`src/rtl/trap_cmp_pkg.sv`:
```
package trap_cmp_pkg;

    parameter int unsigned XLEN    = 64;
    parameter int unsigned HALF    = 32;
    parameter int unsigned COND_W  = 5;
    parameter int unsigned CAUSE_W = 8;

    // Field order matches the condition mask, bit 4 down to bit 0.
    typedef struct packed {
        logic s_lt;
        logic s_gt;
        logic eq;
        logic u_lt;
        logic u_gt;
    } rel_t;

    typedef enum logic [CAUSE_W-1:0] {
        CAUSE_NONE      = 8'h00,
        CAUSE_PROG_TRAP = 8'h24
    } cause_e;

    function automatic logic any_enabled(input rel_t r, input logic [COND_W-1:0] c);
        logic [COND_W-1:0] rv;
        rv = r;
        return |(rv & c);
    endfunction

endpackage

```
`src/rtl/trap_rel_core.sv`:
```
module trap_rel_core
    import trap_cmp_pkg::*;
#(
    parameter int unsigned W = 32
) (
    input  logic [W-1:0] a,
    input  logic [W-1:0] b,
    output rel_t         rel
);
    always_comb begin
        rel.s_lt = $signed(a) <  $signed(b);
        rel.s_gt = $signed(a) >  $signed(b);
        rel.eq   = (a == b);
        rel.u_lt = a < b;
        rel.u_gt = a > b;
    end
endmodule

```
`src/rtl/trap_width_sel.sv`:
```
module trap_width_sel
    import trap_cmp_pkg::*;
#(
    parameter int unsigned DATA_W = XLEN,
    parameter int unsigned WORD_W = HALF
) (
    input  logic [DATA_W-1:0] a,
    input  logic [DATA_W-1:0] b,
    input  logic              wide,
    output rel_t              rel
);
    rel_t rel_word;

    trap_rel_core #(.W(WORD_W)) u_word (
        .a   (a[WORD_W-1:0]),
        .b   (b[WORD_W-1:0]),
        .rel (rel_word)
    );

    generate
        if (DATA_W > WORD_W) begin : g_dual
            rel_t rel_full;
            trap_rel_core #(.W(DATA_W)) u_full (
                .a   (a),
                .b   (b),
                .rel (rel_full)
            );
            assign rel = wide ? rel_full : rel_word;
        end else begin : g_single
            logic unused_wide;
            assign unused_wide = wide;
            assign rel = rel_word;
        end
    endgenerate
endmodule

```
`src/rtl/trap_cond_eval.sv`:
```
module trap_cond_eval
    import trap_cmp_pkg::*;
(
    input  rel_t              rel,
    input  logic [COND_W-1:0] cond,
    output logic              hit
);
    assign hit = any_enabled(rel, cond);
endmodule

```
`src/rtl/trap_compare_unit.sv`:
```
module trap_compare_unit
    import trap_cmp_pkg::*;
#(
    parameter int unsigned DATA_W = XLEN,
    parameter int unsigned WORD_W = HALF
) (
    input  logic                 clk,
    input  logic                 rst,
    input  logic                 in_valid,
    input  logic [DATA_W-1:0]    opa,
    input  logic [DATA_W-1:0]    opb,
    input  logic [COND_W-1:0]    cond,
    input  logic                 wide,
    output logic                 res_valid,
    output logic                 trap_req,
    output logic [CAUSE_W-1:0]   trap_cause
);
    rel_t   rel;
    logic   hit;
    logic   vld_q;
    logic   trap_q;
    cause_e cause_q;

    trap_width_sel #(.DATA_W(DATA_W), .WORD_W(WORD_W)) u_width (
        .a    (opa),
        .b    (opb),
        .wide (wide),
        .rel  (rel)
    );

    trap_cond_eval u_eval (
        .rel  (rel),
        .cond (cond),
        .hit  (hit)
    );

    always_ff @(posedge clk) begin
        if (rst) begin
            vld_q   <= 1'b0;
            trap_q  <= 1'b0;
            cause_q <= CAUSE_NONE;
        end else begin
            vld_q   <= in_valid;
            trap_q  <= in_valid && hit;
            cause_q <= (in_valid && hit) ? CAUSE_PROG_TRAP : CAUSE_NONE;
        end
    end

    assign res_valid  = vld_q;
    assign trap_req   = trap_q;
    assign trap_cause = cause_q;
endmodule

```
`config.mk`:
```
export PLATFORM = sky130hd
export DESIGN_NAME = trap_compare_unit
export DESIGN_NICKNAME = d
export VERILOG_FILES = /design/src/rtl/trap_cmp_pkg.sv /design/src/rtl/trap_rel_core.sv /design/src/rtl/trap_width_sel.sv /design/src/rtl/trap_cond_eval.sv /design/src/rtl/trap_compare_unit.sv
export SDC_FILE = /design/constraint.sdc
export NUM_CORES = 1
export LEC_CHECK = 0
export ABC_AREA = 1
export BUFFER_PORTS_ARGS = -buffer_cell sky130_fd_sc_hd__buf_2
export CORE_MARGIN = 4
export CORE_UTILIZATION = 37
export DETAILED_ROUTE_END_ITERATION = 12
export GPL_ROUTABILITY_DRIVEN = 0
export PLACE_DENSITY = 0.67
export RECOVER_POWER = 25
export SYNTH_ARGS = -nofsm -noshare
export SYNTH_HDL_FRONTEND = slang
export SYNTH_HIERARCHICAL = 1
export SYNTH_SLANG_ARGS = --single-unit
```
`constraint.sdc`:
```
create_clock -name clk -period 1.9 [get_ports clk]
set_clock_uncertainty 0.1 [all_clocks]
set_input_delay 0.19 -clock clk [delete_from_list [all_inputs] [get_ports clk]]
set_output_delay 0.19 -clock clk [all_outputs]
set_load 0.05 [all_outputs]
```
Yosys cells after proc, flatten, opt, wreduce, memory -nomap -nowiden
Index checks and enable logic that the tools add are counted.
Widths: inputs -> output; s select.
{ "word_totals": {"reg_bits": 10, "elab_cells": 18, "inputBits": 137, "output_inout_bits": 10} }
{ "op_classes": {"n_eq_ne": 2, "mux": 2, "order_cmp": 8, "reduce_logical": 2, "bitwise_logic": 1} }
{ "ops": {"columns": ["op", "count"], "rows": [
  ["$gt 64x64->1", 2],
  ["$lt 64x64->1", 2],
  ["$eq 64x64->1", 1],
  ["$gt 32x32->1", 2],
  ["$lt 32x32->1", 2],
  ["$eq 32x32->1", 1],
  ["$mux 6", 1],
  ["$and 5x5->5", 1],
  ["$mux 5", 1],
  ["$reduce_or 5->1", 1],
  ["$logic_and 1x1->1", 1]
]} }

Logic depth before layout (Yosys ltp)
{ "depth": {"depth_word": 6, "depth_mapped": 26, "depth_no_buf": 26} }

By module
Netlist, hierarchy kept.
{ "modules_own_cells": {"columns": ["module", "n_inst", "seq_area_each_um2", "cells_each", "area_per_inst_um2"], "rows": [
  ["trap_rel_core at u_width.g_dual.u_full", 1, 0.0, 283, 1734.2],
  ["trap_rel_core at u_width.u_word", 1, 0.0, 152, 914.6],
  ["trap_compare_unit", 1, 40.0, 15, 121.4],
  ["trap_width_sel", 1, 0.0, 16, 60.1],
  ["trap_cond_eval", 1, 0.0, 11, 41.3]
]} }

Worst setup path before layout
Ideal clock, no wire load.
{ "synth_path": {"kind": "input to register", "startpoint": "input opb[31]", "endpoint": "register cause_q[2], in the netlist trap_cause[2]", "t_arrival_ns": 1.676, "path_stages": 19, "path_buffers": 0, "setup_ns": 0.109, "slack_ns": 0.015, "required_time_ns": 1.691, "path_cell_list": "inv_1 ha_1 nand2_1 nor2_2 nand2_2 nor3b_2 nand2_1 nand2_1 nand2_1 nand2_2 nor2_2 nand2_1 nand2_1 nand2_1 inv_1 nor2_1 nand2_1 nand2_1 nor2_2"} }
{ "synth_rtl": {"columns": ["item", "line", "source"], "rows": [
  ["start: declaration", "trap_compare_unit.sv:11", "input logic [DATA_W-1:0] opb,"],
  ["end signal: assignment", "trap_compare_unit.sv:45", "cause_q <= (in_valid && hit) ? CAUSE_PROG_TRAP : CAUSE_NONE;"],
  ["end: declaration", "trap_compare_unit.sv:22", "cause_e cause_q;"]
]} }

==> reports/qor.csv <==
stage;metric;value;unit
run_status;status;finished with violations;
run_status;failing checks;negative setup slack;
detailed_routing;DR pass1 iterations;6;
die;area of the core;7410;sq um
synthesis;most frequent cells after synthesis;124 x inv_1, 121 x nand2_1, 96 x ha_1;
detailed_routing;total wire length;7740;microns
die;io pins;147;
global_route;number of global-route vias before repair;3169;
timing;fin worst setup slack;-18.9;ps
worst_setup_path;Worst Path Arrival;1920;ps
clock_tree;Root Buffer;clkbuf_8;
synthesis;Synth Area in Simple Gates;0.271;
pwr;combinational power share;0.815;
cells_and_area;Filler Cell Count;724;
pwr;Pint;0.611;mW
synthesis;Synth Area in Compound Gates;0.109;
detailed_routing;vias per cell;4.43;
timing;Final Hold Viols;0;
worst_hold_path;Hold WC Path Type;in2reg;
timing;min cycle time layout;1920;ps
synthesis;cell with the most instances after synthesis;inv_1;
cells_and_area;fin nets;865;
timing;Slew Limit Fails;0;
clock_tree;total CTS buffers;3;
synthesis;Mean Syn Cell Area;6.02;sq um
synthesis;asr flop ratio synth;0;
pwr;pwr/cell area;266;nW/um^2
pwr;Clock power frac;0.145;
placement;IO Port Bufs;140;
detailed_routing;wire length per cell;10.6;microns
synthesis;Synth area leader;ha_1;
worst_setup_path;Worst Path Max Fanout;3;
cells_and_area;diode count;0;
worst_setup_path;Setup crit start kind;input port;
synthesis;mapped cell area;2870;sq um
clock_tree;total clock sinks;2;
clock_tree;CTS tree;yes;
detailed_routing;routed vias;3229;
synthesis;largest family of logic cells by synthesized area;adder cells;
clock_tree;H-tree levels;1;
timing;Sum Neg Setup Slack;-18.9;ps
detailed_routing;metal3 WL;638;microns
synthesis;number of synthesized flops with an enable pin;0;
placement;HPWL Detailed;6750;microns
detailed_routing;routed wl met2;3790;microns
detailed_routing;DR top layer;met4;
timing;Final Cycle Share;1.01;
global_route;gr ovfl total;0;
cells_and_area;Final Non-Filler Cells;729;
global_route;initial antenna violation count;0;
pwr;Leak;2.62;nW
placement;placed cells;724;
cells_and_area;register area;40.0;sq um
die;area of the die;9230;sq um
synthesis;Area contributors post-synth;ha_1 42%, inv_1 16%, nand2_1 16%;
detailed_routing;Remaining DRCs;0;
cells_and_area;Area growth syn-to-layout;49.6;%
global_route;largest net degree at the start of global routing;7;
synthesis;Synth top area share;0.418;
pwr;Sw Share;0.466;
synthesis;post-synthesis xor/xnor area fraction;0;
detailed_routing;Final ANT Viol Nets;0;
worst_setup_path;nature of the critical path endpoint;flop;
pwr;Psw;0.533;mW
timing;Max Freq;521;MHz
pwr;Sequential Power Share;0.041;
synthesis;Seq/Total Area, Yosys;0.0139;
timing;final setup violating endpoints;1;
worst_setup_path;WP data required;1900;ps
die;Initial Utilization;0.388;
detailed_routing;met1 wire length;3250;microns
synthesis;Yosys cell types;25;
clock_tree;Worst-path clk slew;30;ps
worst_setup_path;crit path kind;in2reg;
die;die height;96.1;microns
synthesis;synth warn;6;
cells_and_area;fin util;0.580;
clock_tree;maximum root-to-sink buffer count;2;
detailed_routing;initial drt markers;34;
global_route;first-pass GRT wire length;12200;microns
synthesis;Top FF cell, synth;dfxtp_1;
cells_and_area;share of cells above drive strength 1;0.390;
pwr;peak supply drop;0.000200;V
die;std cell rows;31;
synthesis;flops & latches, synth;2;
cells_and_area;Multi-input gate area;2810;sq um
synthesis;mux share of post-synthesis cell area;0;
die;die width;96.1;microns
flow_run;Max Cap Viol;0;
synthesis;post-synthesis cell count;477;
timing;RSZ-0062 raised after global routing;true;
global_route;GRT Overall Usage;0.158;
synthesis;Adder-Cell Fraction of Synth Area;0.418;
layout by cell type, fill, tap and decap left out:
cell,instances
a21oi_1,29
dfxtp_1,2
nand2_1,108
o21ai_0,3
conb_1,6
nor2_1,20
nor4_4,1
nand3_1,11
clkbuf_8,3
nand3_2,2
nor3b_2,1
nor3_2,1
nor2_4,4
o21ai_1,6
nor4_1,1
buf_2,139
buf_6,1
ha_1,69
and3_2,1
inv_1,116
nand2_2,16
nand2_4,1
nor2_2,11
o21a_1,3
a21oi_4,1
a21oi_2,12
inv_2,11
nand3b_1,1
buf_4,13
ha_4,27
a21o_1,3
nand4_1,6
o21a_2,1
cell type report:
type                    count  area share
multi-input cells         345       0.654
repair buffers            153       0.187
inverters                 127       0.111
well taps                  99      0.0288
clock buffers               3     0.00961
flip-flops and latches      2     0.00932
metal layers:
layer,global-route usage,up-vias
li1,-,1785
met1,0.186,1339
met2,0.304,101
met3,0.0266,4
met4,0.0190,0
met5,0,-
through the flow:
step / area, sq um / hold WS [ps] / power, mW / setup slack, ps
floorplan: 2890 / 157 / 0.546 / 15.5
global placement: 3740 / 273 / 0.805 / -263
detailed placement: 3740 / 275 / 0.827 / -294
CTS: 3960 / 62.0 / 1.05 / 0.286
global route: 4300 / 70.4 / 1.30 / -202
finish: 4300 / 66.8 / 1.14 / -18.9
repair_timing:
action                                  CTS  global route
pin swaps                                20            24
endpoints found under the hold margin     0             0
endpoints found under the setup margin    1             1
gates resized for setup                  28            57
setup buffers                             2             0
cloned                                    0             0
hold buffers                              0             0
worst max-delay path, cell delays in order:
cell and delay, ps:
buf_2 90, inv_1 60, ha_4 260, nand2_1 60, nor2_2 160, nand3_1 110
nor3b_2 210, nand2_1 90, nand2_1 80, nand2_1 60, nand2_2 70, nor2_2 30
nand2_1 60, nand2_1 40, nand2_1 50, inv_1 30, nor2_1 100, nand2_1 60
nand2_1 70, nor2_2 30
flip-flops by register name (all words and copies together) (netlist names):
register / flops
res_valid: 1
trap_cause: 1
logic make-up after synthesis:
group,after synthesis
simple gates,185
buf+inv,135
fa+ha+maj,96
compound gates,58
flops,2
other cells,1
power groups by stage:
stage,logic (mW),clock network (mW),registers (mW)
after floorplan,0.489,0,0.0573
after global placement,0.759,0,0.0469
after detailed placement,0.780,0,0.0469
after CTS,0.836,0.168,0.0465
after global routing,1.08,0.177,0.0466
final,0.932,0.165,0.0465
path summary, 6_finish.rpt:
kind | startpoint | endpoint | slack [ps] | depth (start not counted)
max | opb[21] | trap_cause[2] | -20 | 20
min | rst | trap_cause[2] | 70 | 2
No activity file was read; power rests on OpenSTA's default activity.
